**config.mk**
```make
export PLATFORM = sky130hd
export DESIGN_NAME = wdt_rststat
export DESIGN_NICKNAME = d
export VERILOG_FILES = /design/src/rtl/wdt_pkg.sv /design/src/rtl/wdt_prescaler.sv /design/src/rtl/wdt_count_unit.sv /design/src/rtl/wdt_reset_unit.sv /design/src/rtl/wdt_rststat.sv
export SDC_FILE = /design/constraint.sdc
export NUM_CORES = 1
export LEC_CHECK = 0
export BUFFER_PORTS_ARGS = -buffer_cell sky130_fd_sc_hd__buf_2
export CAP_MARGIN = 10
export CORE_UTILIZATION = 40
export CTS_BUF_LIST = sky130_fd_sc_hd__clkbuf_8 sky130_fd_sc_hd__clkbuf_16
export CTS_CLUSTER_DIAMETER = 200
export CTS_CLUSTER_SIZE = 10
export DETAILED_ROUTE_END_ITERATION = 12
export HOLD_SLACK_MARGIN = 0.1
export PLACE_DENSITY_LB_ADDON = 0.08
export SKIP_LAST_GASP = 1
export SYNTH_ARGS = -nofsm -noshare
export SYNTH_HDL_FRONTEND = slang
export SYNTH_HIERARCHICAL = 1
export SYNTH_SLANG_ARGS = --single-unit
```
**constraint.sdc**
```tcl
create_clock -name clk -period 1.3 [get_ports clk]
set_input_delay 0 -clock clk [delete_from_list [all_inputs] [get_ports clk]]
set_output_delay 0 -clock clk [all_outputs]
set_load 0.01 [all_outputs]
```
**src/rtl/wdt_pkg.sv**
```systemverilog
package wdt_pkg;
  localparam logic [7:0] ADDR_CTRL    = 8'h10;
  localparam logic [7:0] ADDR_CNT_RD  = 8'h11;
  localparam logic [7:0] ADDR_CNT_WR  = 8'h12;
  localparam logic [7:0] ADDR_STAT_WR = 8'h14;
  localparam logic [7:0] ADDR_STAT_RD = 8'h15;

  typedef struct packed {
    logic       mode;   // 1 = watchdog, 0 = interval
    logic       run;    // count enable
    logic [2:0] cks;    // tap select
  } ctrl_t;

  // number of prescaler bits that must be all ones for a tap pulse
  function automatic int unsigned tap_bits(input logic [2:0] sel);
    case (sel)
      3'd0:    return 1;
      3'd1:    return 5;
      3'd2:    return 6;
      3'd3:    return 7;
      3'd4:    return 8;
      3'd5:    return 9;
      3'd6:    return 11;
      default: return 12;
    endcase
  endfunction
endpackage

```
**src/rtl/wdt_prescaler.sv**
```systemverilog
module wdt_prescaler #(
  parameter int PRE_W = 12
) (
  input  logic       clk,
  input  logic       rst_n,
  input  logic       clr,
  input  logic [2:0] sel,
  output logic       tick
);
  localparam int NTAPS = 8;

  logic [PRE_W-1:0] pre_q, pre_d;
  logic [PRE_W-1:0] tap_mask [NTAPS];

  for (genvar g = 0; g < NTAPS; g++) begin : g_tap
    assign tap_mask[g] = PRE_W'((64'd1 << wdt_pkg::tap_bits(3'(g))) - 64'd1);
  end

  always_comb begin
    pre_d = clr ? '0 : pre_q + 1'b1;
    tick  = ((pre_q & tap_mask[sel]) == tap_mask[sel]);
  end

  always_ff @(posedge clk or negedge rst_n) begin
    if (!rst_n) pre_q <= '0;
    else        pre_q <= pre_d;
  end
endmodule

```
**src/rtl/wdt_count_unit.sv**
```systemverilog
module wdt_count_unit #(
  parameter int CNT_W = 8
) (
  input  logic               clk,
  input  logic               rst_n,
  input  logic               clr,
  input  logic               tick,
  input  logic               wr_ctrl,
  input  logic               wr_cnt,
  input  logic [7:0]         wdata,
  output wdt_pkg::ctrl_t     ctrl_q,
  output logic [CNT_W-1:0]   cnt_q,
  output logic               wd_ovf
);
  wdt_pkg::ctrl_t   ctrl_d;
  logic [CNT_W-1:0] cnt_d;
  logic             step;

  always_comb begin
    step   = ctrl_q.run && tick;
    wd_ovf = !clr && !wr_cnt && step && ctrl_q.mode && (&cnt_q);
    ctrl_d = ctrl_q;
    cnt_d  = cnt_q;
    if (clr) begin
      ctrl_d = '0;
      cnt_d  = '0;
    end else begin
      if (wr_ctrl) ctrl_d = '{mode: wdata[6], run: wdata[5], cks: wdata[2:0]};
      if (wr_cnt)    cnt_d = wdata[CNT_W-1:0];
      else if (step) cnt_d = cnt_q + 1'b1;
    end
  end

  always_ff @(posedge clk or negedge rst_n) begin
    if (!rst_n) begin
      ctrl_q <= '0;
      cnt_q  <= '0;
    end else begin
      ctrl_q <= ctrl_d;
      cnt_q  <= cnt_d;
    end
  end
endmodule

```
**src/rtl/wdt_reset_unit.sv**
```systemverilog
module wdt_reset_unit #(
  parameter int PULSE_LEN = 518
) (
  input  logic       clk,
  input  logic       rst_n,
  input  logic       wd_ovf,
  input  logic       wr_stat,
  input  logic [7:0] wdata,
  output logic       pulse_q,
  output logic       flag_q,
  output logic       oe_q
);
  localparam int PW = $clog2(PULSE_LEN + 1);
  localparam logic [PW-1:0] LAST = PW'(PULSE_LEN - 1);

  logic [PW-1:0] pw_q, pw_d;
  logic          pulse_d, flag_d, oe_d;

  always_comb begin
    pw_d    = pw_q;
    pulse_d = pulse_q;
    if (pulse_q) begin
      pw_d = pw_q + 1'b1;
      if (pw_q == LAST) pulse_d = 1'b0;
    end else if (wd_ovf) begin
      pulse_d = 1'b1;
      pw_d    = '0;
    end
    if (wd_ovf)                   flag_d = 1'b1;
    else if (wr_stat && !wdata[7]) flag_d = 1'b0;
    else                          flag_d = flag_q;
    oe_d = wr_stat ? wdata[6] : oe_q;
  end

  always_ff @(posedge clk or negedge rst_n) begin
    if (!rst_n) begin
      pw_q    <= '0;
      pulse_q <= 1'b0;
      flag_q  <= 1'b0;
      oe_q    <= 1'b0;
    end else begin
      pw_q    <= pw_d;
      pulse_q <= pulse_d;
      flag_q  <= flag_d;
      oe_q    <= oe_d;
    end
  end
endmodule

```
**src/rtl/wdt_rststat.sv**
```systemverilog
module wdt_rststat #(
  parameter int          CNT_W     = 8,
  parameter int          PRE_W     = 12,
  parameter int          PULSE_LEN = 518,
  parameter logic [7:0]  KEY       = 8'h5A
) (
  input  logic        clk,
  input  logic        rst_pin_n,
  input  logic [7:0]  bus_addr,
  input  logic        bus_wr,
  input  logic [15:0] bus_wdata,
  output logic [7:0]  bus_rdata,
  output logic        rst_int_n,
  output logic        rst_drv
);
  import wdt_pkg::*;

  logic             sync1_q, rst_sync_n;
  logic             pulse_q, flag_q, oe_q, tick, wd_ovf;
  logic             wr_ok;
  ctrl_t            ctrl_q;
  logic [CNT_W-1:0] cnt_q;

  // asynchronous assertion, synchronous release
  always_ff @(posedge clk or negedge rst_pin_n) begin
    if (!rst_pin_n) begin
      sync1_q    <= 1'b0;
      rst_sync_n <= 1'b0;
    end else begin
      sync1_q    <= 1'b1;
      rst_sync_n <= sync1_q;
    end
  end

  assign wr_ok = bus_wr && (bus_wdata[15:8] == KEY) && !pulse_q;

  wdt_prescaler #(.PRE_W(PRE_W)) u_pre (
    .clk(clk), .rst_n(rst_sync_n), .clr(pulse_q), .sel(ctrl_q.cks), .tick(tick)
  );

  wdt_count_unit #(.CNT_W(CNT_W)) u_cnt (
    .clk(clk), .rst_n(rst_sync_n), .clr(pulse_q), .tick(tick),
    .wr_ctrl(wr_ok && bus_addr == ADDR_CTRL),
    .wr_cnt(wr_ok && bus_addr == ADDR_CNT_WR),
    .wdata(bus_wdata[7:0]), .ctrl_q(ctrl_q), .cnt_q(cnt_q), .wd_ovf(wd_ovf)
  );

  wdt_reset_unit #(.PULSE_LEN(PULSE_LEN)) u_rst (
    .clk(clk), .rst_n(rst_sync_n), .wd_ovf(wd_ovf),
    .wr_stat(wr_ok && bus_addr == ADDR_STAT_WR),
    .wdata(bus_wdata[7:0]), .pulse_q(pulse_q), .flag_q(flag_q), .oe_q(oe_q)
  );

  always_comb begin
    case (bus_addr)
      ADDR_CTRL:    bus_rdata = {1'b1, ctrl_q.mode, ctrl_q.run, 2'b11, ctrl_q.cks};
      ADDR_CNT_RD:  bus_rdata = 8'(cnt_q);
      ADDR_STAT_RD: bus_rdata = {flag_q, oe_q, 6'h3F};
      default:      bus_rdata = 8'hFF;
    endcase
  end

  assign rst_int_n = !pulse_q;
  assign rst_drv   = pulse_q && oe_q;
endmodule

```
==> impl_summary.txt <==
----------------------------------------------------
[Setup path]
  Worst path max stage delay ... 0.50 ns
  Critical path buffer and inverter count ... 2
  Reg2Reg Setup Slack ... -0.75 ns
  Critical path fanouts, max ... 3
  Critical path startpoint category ... flop
  Levels on crit path ... 10
  Family with the most delay on the worst path ... simple AND/OR/NAND/NOR gates
  Slowest cell on the critical path ... or4b_4
  End point of the critical path ... u_rst/pw_q[0]$_DFFE_PN0P_
  Worst EP required ... 1.53 ns
  Beginning of the worst register-to-register path ... u_rst/pulse_q$_DFF_PN0_
  Worst setup startpoint ... u_rst/pulse_q$_DFF_PN0_
  Kind of end point of the critical path ... flop
  Crit path cell chain ... or4b_4, nor3_4, and3_4, nor2_2, nand3_2, nor4_4, clkbuf_16, buf_6, nand2b_1, mux2i_1
  Critical Path AT ... 2.28 ns
  Capture instance of the worst register-to-register path ... u_rst/pw_q[0]$_DFFE_PN0P_
  Critical path class ... reg2reg
  Cell depth of the worst flop-to-flop path ... 10

[CTS]
  Post-CTS clock slew at the launch and capture registers of the worst setup and hold paths ... 0.08 ns
  CTS Sinks ... 40
  Clock Latency Late Sink ... approximately 0.30 ns
  CTS HTree Levels ... 2
  Clock tree root driver cell ... clkbuf_8
  Bufs on Longest Clock Path ... 2
  Clock tree from TritonCTS ... built
  Number of buffers created by CTS ... 5

[Power and ir drop]
  Leakage power figure ... about 1.5 nW
  Part of the total power dissipated in combinational logic ... 0.070
  Internal power ... 1.75 mW
  Part of the power in the clock network ... 0.387
  Maximum VDD drop ... a little over 400 uV
  Seq pwr share ... 0.544
  Switch share ... 0.236
  Net Switching ... 0.543 mW
  Power density of the placed cells ... between 600 and 700 nW/um^2
  Power Total ... 2.30 mW

[Detailed routing]
  Routed WL ... 6330 um
  Post-DR vias/cell ... 5.33
  Router iterations before antenna repair ... 4
  Routed vias ... roughly 2200
  Number of violations reported at the end of detailed-routing iteration 0 ... 82
  WL/cell ... ~15 um
  Antenna-violating nets left ... 0
  Residual DRC count ... 0

[Logic synthesis]
  Post-Synthesis Mean Instance Area ... just under 10 um^2
  Async set or reset register ratio after synthesis ... 1.00
  Synthesis warning total ... 6
  Number of instances in the synthesized netlist ... 229
  Register area share after synthesis ... 0.440
  Top_reg_cell synth ... dfrtp_1
  Count of flip-flops with a built-in enable after synthesis ... 0
  Synthesized netlist net count ... 260
  Number of distinct standard cells referenced by the synthesized netlist ... 51
  Flip-flop and latch count after synthesis ... 40
  Post-synthesis instance area ... 2280 um^2

[Timing]
  Unrepaired setup endpoints after global routing ... yes
  Number of setup violations in the final report ... 39
  Post-Route Skew ... 0.00645 ns
  Worst Hold Margin ... ~0.22 ns
  Final Hold Violating Endpoints ... 0
  Crit share post-route ... 1.58
  Final Critical Period ... 2.05 ns
  Worst path setup slack after routing ... -0.751 ns
  Max Slew Vio Count ... 0
  Peak clock frequency supported by timing ... 487 MHz
  Setup_tns ... -17.16 ns

[Die]
  Die outline width ... about 77 um
  DIE AREA ... approximately 6000 um^2
  IO Count ... 37
  Placeable core region ... 5510 um^2
  Std cell rows ... 27
  Die height ... 77.4 um
  Initial cell density of the core ... 0.413

[Finish]
  Share of post-route cells with drive strength above 1 ... 0.457
  Non-filler instance count after layout ... 411
  Fin nets ... around 370
  P&R area growth vs syn ... 55.7%
  Final design instance area without fill ... 3540 um^2
  Number of antenna cells inserted ... 0
  Final core occ ... 0.643

[GRT]
  Largest net degree at the start of global routing ... 21
  Antenna violations before repair ... 0
  Number of global-route vias before repair ... 2093
  Total GRT Usage ... 0.219
  First-pass GRT wire length ... between 10000 and 15000 um
  Total congestion overflow ... 0

[Worst hold path]
  Hold Crit Class ... reg2async

[Flow run]
  Number of violations of the max-capacitance limit ... 0

[Placed design]
  Cells after DPL ... roughly 380
  Placement Setup Slack ... -0.802 ns
  Number of input and output port buffers inserted ... 36
  RD Place Congestion ... 0.758
  HPWL reported at the end of detailed placement ... 3850 um
  Placement Cell Area ... 2930 um^2

[Status]
  Status ... complete, but fails checks
  Violations in the final reports ... setup timing

----------------------------------------------------
[metal layers]
metal	vias up	global-route usage	wire, um
met2	48	0.361	3040
met1	1069	0.287	2950
met3	11	0.0459	246
met5	-	0	0
met4	0	0.0642	95
li1	1063	-	-
[cells by family after synthesis]
logic type | synth area share
other | 0.00165
buffers and inverters | 0.0269
AND/OR/NAND/NOR | 0.281
XOR/XNOR | 0.0385
flip-flops | 0.440
multiplexers | 0.0759
adder cells (fa/ha/maj) | 0.0220
AO/OA/AOI/OAI | 0.114
[Yosys cell counts (all sizes together), types with 2 or more instances]
cell | n | share of area
nand2 | 18 | 0.030
a21oi | 5 | 0.011
and3 | 5 | 0.014
nor2b | 2 | 0.0055
nor3 | 6 | 0.015
nor2 | 23 | 0.038
xnor2 | 4 | 0.015
nor4b | 2 | 0.0077
inv | 6 | 0.0099
and2 | 2 | 0.0055
mux2i | 15 | 0.066
buf | 3 | 0.010
nand3b | 3 | 0.0099
or3 | 5 | 0.015
mux2 | 2 | 0.0099
nand4 | 6 | 0.032
o31ai | 3 | 0.0099
xor2 | 6 | 0.023
dfrtp | 40 | 0.44
ha | 4 | 0.022
a311oi | 5 | 0.019
o21ai | 9 | 0.020
nand3 | 21 | 0.046
a211oi | 2 | 0.0066
or4b | 2 | 0.012
o311ai | 2 | 0.0077
nor4 | 3 | 0.021
nand2b | 6 | 0.016
o41ai | 2 | 0.0077
clkbuf | 4 | 0.0066
[placed cells by master, fill, tap and decap left out, types with 5 or more instances in the layout]
| master | count |
|---|---|
| dlygate4sd3_1 | 10 |
| buf_6 | 11 |
| inv_1 | 5 |
| mux2i_1 | 14 |
| xor2_1 | 6 |
| nand2b_1 | 6 |
| buf_2 | 34 |
| nand3_1 | 16 |
| dfrtp_1 | 39 |
| nand2_1 | 16 |
| o21ai_0 | 5 |
| clkbuf_8 | 6 |
| nor2_1 | 19 |
| buf_4 | 48 |
[layout make-up]
| type | count | area (um^2) |
|---|---|---|
| clock inverters | 2 | 10.0 |
| well taps | 72 | 90.1 |
| inverters | 6 | 26.3 |
| flip-flops and latches | 40 | 1000 |
| clock buffers | 6 | 82.6 |
| fillers | 435 | 1960 |
| repair inverters | 1 | 7.51 |
| multi-input cells | 176 | 1440 |
| repair buffers | 108 | 885 |
[power by group through the flow]
| stage | sequential (mW) | combinational [mW] | clock [mW] |
|---|---|---|---|
| after floorplan | 1.29 | 0.0340 | 0 |
| after global placement | 1.27 | 0.127 | 0 |
| after detailed placement | 1.27 | 0.127 | 0 |
| after CTS | 1.25 | 0.155 | 0.913 |
| after global routing | 1.25 | 0.176 | 0.960 |
| final | 1.25 | 0.160 | 0.889 |
[flip-flops by register name, indices dropped and copies added (netlist names)]
signal,flops
u_rst/oe_q,1
u_cnt/ctrl_q,5
u_pre/pre_q,12
u_rst/pw_q,10
sync1_q,1
u_cnt/cnt_q,8
rst_sync_n,1
u_rst/flag_q,1
u_rst/pulse_q,1
[worst min-delay path by stage]
stage                         start                   endpoint  slack [ns]  cells after the start
6_report       rst_sync_n$_DFF_PN0_  u_rst/pw_q[7]$_DFFE_PN0P_        0.22                      1
5_1_grt        rst_sync_n$_DFF_PN0_  u_rst/pw_q[1]$_DFFE_PN0P_        0.25                      1
4_1_cts        rst_sync_n$_DFF_PN0_  u_rst/pw_q[1]$_DFFE_PN0P_        0.23                      1
3_5_place_dp              rst_pin_n          sync1_q$_DFF_PN0_       -0.21                      1
3_3_place_gp              rst_pin_n          sync1_q$_DFF_PN0_       -0.21                      1
2_1_floorplan             rst_pin_n       rst_sync_n$_DFF_PN0_       -0.30                      0
[timing repair]
action	CTS	global route
hold buffers	10	0
endpoints found under the setup margin	41	41
resized for setup	25	31
cloned	3	0
setup buffers	7	11
pin swaps	6	17
endpoints found under the hold margin	17	0
Note: power is estimated with default switching activity, not from simulation.
